--- src/rtl/i2c_regif_pkg.sv ---
package i2c_regif_pkg;

    localparam int BYTE_W = 8;
    localparam int DEV_W  = 7;

    localparam logic [DEV_W-1:0] DEV_ID_STRAP_LO = 7'h58;
    localparam logic [DEV_W-1:0] DEV_ID_STRAP_HI = 7'h59;

    typedef enum logic [3:0] {
        PH_IDLE,
        PH_ADDR,
        PH_ADDR_ACK,
        PH_SUB,
        PH_SUB_ACK,
        PH_WR,
        PH_WR_ACK,
        PH_RD,
        PH_RD_ACK
    } phase_t;

    typedef struct packed {
        logic scl;
        logic sda;
    } bus_t;

    typedef struct packed {
        logic start;
        logic stop;
        logic scl_rise;
        logic scl_fall;
        logic sda;
    } bus_evt_t;

    function automatic logic [DEV_W-1:0] dev_id(input logic strap);
        return strap ? DEV_ID_STRAP_HI : DEV_ID_STRAP_LO;
    endfunction

endpackage

--- src/rtl/i2c_glitch_filter.sv ---
module i2c_glitch_filter #(
    parameter int SYNC_STAGES = 2,
    parameter int FILT_LEN    = 3
) (
    input  logic clk,
    input  logic rst,
    input  logic din,
    output logic dout
);
    localparam int CNT_W = $clog2(FILT_LEN + 1);

    logic [SYNC_STAGES-1:0] sync_q;
    logic [CNT_W-1:0]       cnt;
    logic                   sampled;

    assign sampled = sync_q[SYNC_STAGES-1];

    always_ff @(posedge clk) begin
        if (rst) begin
            sync_q <= '1;
            cnt    <= '0;
            dout   <= 1'b1;
        end else begin
            sync_q <= {sync_q[SYNC_STAGES-2:0], din};
            if (sampled == dout) begin
                cnt <= '0;
            end else if (cnt == CNT_W'(FILT_LEN - 1)) begin
                dout <= sampled;
                cnt  <= '0;
            end else begin
                cnt <= cnt + 1'b1;
            end
        end
    end
endmodule

--- src/rtl/i2c_bus_events.sv ---
module i2c_bus_events
    import i2c_regif_pkg::*;
(
    input  logic     clk,
    input  logic     rst,
    input  bus_t     line,
    output bus_evt_t evt
);
    bus_t prev;

    always_ff @(posedge clk) begin
        if (rst) prev <= '{scl: 1'b1, sda: 1'b1};
        else     prev <= line;
    end

    always_comb begin
        evt.start    = line.scl & prev.scl & prev.sda & ~line.sda;
        evt.stop     = line.scl & prev.scl & ~prev.sda & line.sda;
        evt.scl_rise = line.scl & ~prev.scl;
        evt.scl_fall = ~line.scl & prev.scl;
        evt.sda      = line.sda;
    end
endmodule

--- src/rtl/i2c_regif_slave.sv ---
module i2c_regif_slave
    import i2c_regif_pkg::*;
#(
    parameter int SYNC_STAGES = 2,
    parameter int FILT_LEN    = 3
) (
    input  logic              clk,
    input  logic              rst,
    input  logic              addr_sel,
    input  logic              scl_i,
    input  logic              sda_i,
    output logic              sda_oe,
    output logic [BYTE_W-1:0] reg_addr,
    output logic [BYTE_W-1:0] reg_wdata,
    output logic              reg_we,
    input  logic [BYTE_W-1:0] reg_rdata
);
    localparam int BIT_CW = $clog2(BYTE_W + 1);

    logic [1:0] raw_lines;
    logic [1:0] clean_lines;
    bus_t       line;
    bus_evt_t   evt;

    assign raw_lines = {scl_i, sda_i};

    for (genvar gi = 0; gi < 2; gi++) begin : g_line
        i2c_glitch_filter #(
            .SYNC_STAGES(SYNC_STAGES),
            .FILT_LEN   (FILT_LEN)
        ) u_filt (
            .clk (clk),
            .rst (rst),
            .din (raw_lines[gi]),
            .dout(clean_lines[gi])
        );
    end

    assign line = '{scl: clean_lines[1], sda: clean_lines[0]};

    i2c_bus_events u_evt (
        .clk (clk),
        .rst (rst),
        .line(line),
        .evt (evt)
    );

    phase_t            phase;
    logic [BIT_CW-1:0] bitcnt;
    logic [BYTE_W-1:0] shreg;
    logic [BYTE_W-1:0] txreg;
    logic [BYTE_W-1:0] subaddr;
    logic              rd_dir;
    logic              mack;
    logic              byte_done;

    assign byte_done = evt.scl_fall && (bitcnt == BIT_CW'(BYTE_W));
    assign reg_addr  = subaddr;

    always_ff @(posedge clk) begin
        if (rst) begin
            phase     <= PH_IDLE;
            bitcnt    <= '0;
            shreg     <= '0;
            txreg     <= '0;
            subaddr   <= '0;
            rd_dir    <= 1'b0;
            mack      <= 1'b0;
            sda_oe    <= 1'b0;
            reg_we    <= 1'b0;
            reg_wdata <= '0;
        end else begin
            reg_we <= 1'b0;
            if (reg_we) subaddr <= subaddr + 1'b1;

            if (evt.start) begin
                phase  <= PH_ADDR;
                bitcnt <= '0;
                sda_oe <= 1'b0;
            end else if (evt.stop) begin
                phase  <= PH_IDLE;
                sda_oe <= 1'b0;
            end else begin
                unique case (phase)
                    PH_ADDR, PH_SUB, PH_WR: begin
                        if (evt.scl_rise) begin
                            shreg  <= {shreg[BYTE_W-2:0], evt.sda};
                            bitcnt <= bitcnt + 1'b1;
                        end else if (byte_done) begin
                            bitcnt <= '0;
                            if (phase == PH_ADDR) begin
                                if (shreg[BYTE_W-1:1] == dev_id(addr_sel)) begin
                                    rd_dir <= shreg[0];
                                    sda_oe <= 1'b1;
                                    phase  <= PH_ADDR_ACK;
                                end else begin
                                    phase <= PH_IDLE;
                                end
                            end else if (phase == PH_SUB) begin
                                subaddr <= shreg;
                                sda_oe  <= 1'b1;
                                phase   <= PH_SUB_ACK;
                            end else begin
                                reg_we    <= 1'b1;
                                reg_wdata <= shreg;
                                sda_oe    <= 1'b1;
                                phase     <= PH_WR_ACK;
                            end
                        end
                    end
                    PH_ADDR_ACK, PH_SUB_ACK, PH_WR_ACK: begin
                        if (evt.scl_fall) begin
                            bitcnt <= '0;
                            if (phase == PH_ADDR_ACK && rd_dir) begin
                                txreg  <= reg_rdata;
                                sda_oe <= ~reg_rdata[BYTE_W-1];
                                phase  <= PH_RD;
                            end else begin
                                sda_oe <= 1'b0;
                                phase  <= (phase == PH_ADDR_ACK) ? PH_SUB : PH_WR;
                            end
                        end
                    end
                    PH_RD: begin
                        if (evt.scl_rise) begin
                            bitcnt <= bitcnt + 1'b1;
                        end else if (byte_done) begin
                            sda_oe  <= 1'b0;
                            subaddr <= subaddr + 1'b1;
                            phase   <= PH_RD_ACK;
                        end else if (evt.scl_fall) begin
                            sda_oe <= ~txreg[BYTE_W-2];
                            txreg  <= {txreg[BYTE_W-2:0], 1'b0};
                        end
                    end
                    PH_RD_ACK: begin
                        if (evt.scl_rise) begin
                            mack <= ~evt.sda;
                        end else if (evt.scl_fall) begin
                            bitcnt <= '0;
                            if (mack) begin
                                txreg  <= reg_rdata;
                                sda_oe <= ~reg_rdata[BYTE_W-1];
                                phase  <= PH_RD;
                            end else begin
                                phase <= PH_IDLE;
                            end
                        end
                    end
                    default: ;
                endcase
            end
        end
    end
endmodule

--- config.mk ---
export PLATFORM = sky130hd
export DESIGN_NAME = i2c_regif_slave
export DESIGN_NICKNAME = d
export VERILOG_FILES = /design/src/rtl/i2c_regif_pkg.sv /design/src/rtl/i2c_glitch_filter.sv /design/src/rtl/i2c_bus_events.sv /design/src/rtl/i2c_regif_slave.sv
export SDC_FILE = /design/constraint.sdc
export NUM_CORES = 1
export LEC_CHECK = 0
export ABC_CLOCK_PERIOD_IN_PS = 3300
export BUFFER_PORTS_ARGS = -buffer_cell sky130_fd_sc_hd__buf_2
export CAP_MARGIN = 15
export CORE_UTILIZATION = 50
export CTS_CLUSTER_SIZE = 24
export DETAILED_ROUTE_END_ITERATION = 10
export GPL_ROUTABILITY_DRIVEN = 0
export PLACE_DENSITY = 0.74
export SYNTH_ARGS = -nofsm -noshare
export SYNTH_HDL_FRONTEND = slang
export SYNTH_SLANG_ARGS = --single-unit
export TNS_END_PERCENT = 1
--- constraint.sdc ---
create_clock -name clk -period 3.3 [get_ports clk]
set_input_delay 0.33 -clock clk [delete_from_list [all_inputs] [get_ports clk]]
set_output_delay 0.33 -clock clk [all_outputs]
set_load 0.01 [all_outputs]
==> key figures <==
Routing
  • Routed via count: 2685
  • Pre-antenna DRT Iters: 6
  • Final WL: about 6.8 mm
  • Routed WL per cell: between 15 and 20 um
  • Vias per cell: about 6
  • Drt initial violations: around 280
  • Post-route ant nets: 0
  • DRC: 0

Critical path
  • R2R cell count: 5
  • Type of origin of the critical path: register
  • CP endpoint kind: register
  • CP peak stage delay: roughly 0.61 ns
  • WP data arrival: approximately 2.7 ns
  • WP data required: between 3 and 4 ns
  • Max FO, Critical Path: 13
  • Instance count on the critical path: 5
  • Slowest CP cell: dfxtp_1
  • Kind of critical path: register to register
  • CP delay by family, top: simple AND/OR/NAND/NOR gates
  • CP Cell Sequence: nor2b_1 -> nand3_1 -> nor2_1 -> a21oi_1 -> a211oi_1
  • Worst Path Buf+Inv: 0

Placed design
  • Placed wire-length estimate: about 4.8 mm
  • IO Port Bufs: 30

Logic synthesis
  • Flops & latches, synth: 55
  • Simple-Gate Fraction of Synth Area: about a quarter
  • Synth cell types: 66
  • Post-synthesis sequential area ratio: 35.82%
  • Mapped Cells: ~360
  • Post-synthesis adder-cell area fraction: 2.035%
  • Compound-cell area share of the yosys netlist: 16.97%
  • Largest family of logic cells by synthesized area: simple AND/OR/NAND/NOR gates
  • EDFF count, synth: 0
  • Ys async rst share: 0%
  • Synth Area per Inst: between 8 and 9 um^2
  • Post-synthesis mux area share: roughly a tenth
  • Ys flop type: dfxtp_1
  • Post-Syn Area: 0.003074 mm^2
  • Post-synthesis xor/xnor area fraction: roughly 5.4%
  • Syn Nets: ~370
  • Synth warnings: 0

Cells and area
  • Final nets: 388
  • Commonest non-fill, non-tap cell in the layout: dfxtp_1
  • Util after Layout: 55.77%
  • Layout cells sized above 1: 16.17%
  • Area growth syn-to-layout: 7.408%
  • Commonest non-fill, non-tap cells in the layout: dfxtp_1 (55), nor2_1 (41), nand2_1 (30), buf_2 (30), a21oi_1 (22)
  • Total inserted antenna cells: 0

Global routing
  • Grt total ovfl: 0
  • Vias in the first global route: 2417
  • Gr usage total: a little under a quarter
  • Global-route wire length before repair: ~12 mm
  • Initial antenna violation count: 0
  • Largest net degree at the start of global routing: 55

Floorplan
  • Row count: 28
  • Initial Util: 51.92%
  • # IOs: 31
  • DIE AREA: 0.006466 mm^2
  • Die W: between 80 and 90 um
  • Die H: 80.41 um
  • Core Footprint: ~0.0059 mm^2

Power
  • PwrDens: 327.1 mW/mm^2
  • P_leak: roughly 1.4 nW
  • Peak supply drop: roughly 0.19 mV

Outcome
  • Status: complete, no violations

Timing
  • Hold Vio Cnt, Final: 0
  • Period minus WS final: approximately 2.4 ns
  • Final setup vio count: 0
  • Worst slew margin: just over 40%
  • Maximum clock rate: around 410 MHz
  • Fin. max-slew vios: 0
  • Fin crit share: 73.80%
  • Setup TNS: 0 ns
  • Slew @ Worst Pin: 0.8808 ns
  • RSZ-0062 raised after global routing: false
  • Skew final: 0.01233 ns

Clock tree
  • CTS root buffer: clkbuf_8
  • Skew-Pair Late Insertion Delay: roughly 0.31 ns
  • Post-CTS Setup Inserts: 0
  • Bufs on Longest Clock Path: 2
  • H-tree depth: 2
  • Number of clock sinks: 55
  • Post-cts resize count: 0
  • Worst-path clk slew: ~0.1 ns
  • Hold Buf Count CTS: 0
  • TritonCTS clock tree: done
  • CTS Buf Count: 5

Min path
  • Hold Path Class: input port to register
  • Hold depth: 2

Flow run
  • Max-cap viol count: 0
==> Yosys cell counts (7+ instances only) <==
cell	count	area (um^2)
mux2i_1	21	210.2
xnor2_1	15	131.4
dfxtp_1	55	1101
inv_1	7	26.28
nand2_1	30	112.6
nor2b_1	12	75.07
clkbuf_1	10	37.54
a21oi_1	22	110.1
nor2_1	41	153.9
o21ai_0	11	55.05
nand3_1	9	45.04
==> cells by family (layout without fill, tap and decap cells) <==
| logic type | Yosys count | in the layout |
|---|---|---|
| AO/OA/AOI/OAI | 75 | 75 |
| XOR/XNOR | 19 | 19 |
| adder cells (fa/ha/maj) | 5 | 5 |
| AND/OR/NAND/NOR | 145 | 145 |
| flip-flops | 55 | 55 |
| multiplexers | 27 | 27 |
| buffers and inverters | 29 | 45 |
==> layout make-up <==
class | count | area [um^2]
clock inverters | 3 | 25.02
well taps | 75 | 93.84
clock buffers | 5 | 68.82
repair buffers | 30 | 150.1
inverters | 7 | 26.28
fillers | 559 | 2619
flip-flops and latches | 55 | 1101
multi-input cells | 271 | 1837
==> flip-flops by register name (all words and copies together), names as in the netlist <==
| name | flops |
|---|---|
| u_evt.prev | 2 |
| reg_we | 1 |
| sda_oe | 1 |
| g_line.u_filt.dout | 2 |
| rd_dir | 1 |
| g_line.u_filt.cnt | 4 |
| txreg | 7 |
| shreg | 8 |
| g_line.u_filt.sync_q | 4 |
| mack | 1 |
| bitcnt | 4 |
| phase | 4 |
| reg_wdata | 8 |
| reg_addr | 8 |
==> path summary, 6_finish.rpt <==
path                                               from                               endpoint  slack, ns
setup / recovery                  phase[0]$_SDFFE_PP0P_                 reg_addr[4]$_SDFF_PP0_       0.86
hold / removal                                    scl_i  g_line[1].u_filt.sync_q[0]$_SDFF_PP1_       0.20
setup reg to reg                  phase[0]$_SDFFE_PP0P_                 reg_addr[4]$_SDFF_PP0_       0.86
hold reg to reg   g_line[1].u_filt.sync_q[0]$_SDFF_PP1_  g_line[1].u_filt.sync_q[1]$_SDFF_PP1_       0.42
==> per-layer routing <==
layer / part of all wire [%] / up-vias / GRT usage [%]
li1: - / 1297 / -
met1: 45 / 1237 / 31.41
met2: 44 / 131 / 35.00
met3: 8.1 / 20 / 4.659
met4: 2.4 / 0 / 9.107
met5: 0 / - / 0
==> per-stage QoR <==
step	hold slack [ns]	setup WS, ns	cell area, um^2	cells	total power [W]
after floorplan	0.3895	1.587	3074	355	0.0007092
after CTS	0.1978	0.9091	3302	446	0.001091
after global placement	0.3923	1.001	3208	438	0.0007208
after detailed placement	0.4010	0.9089	3208	438	0.0007215
after global routing	0.1845	0.6609	3302	446	0.001132
final	0.2025	0.8645	3302	446	0.001080
==> where the power goes <==
part	internal (W)	switching, W
clock network	0.000152	0.000222
logic	0.0000150	0.0000219
registers	0.000667	0.00000238
total	0.000834	0.000246
==> worst reg2reg max path: stages (launching register included) <==
cell	delay (ns)
dfxtp_1	0.61
nor2b_1	0.53
nand3_1	0.53
nor2_1	0.36
a21oi_1	0.10
a211oi_1	0.24
No activity file was read; power rests on OpenSTA's default activity.
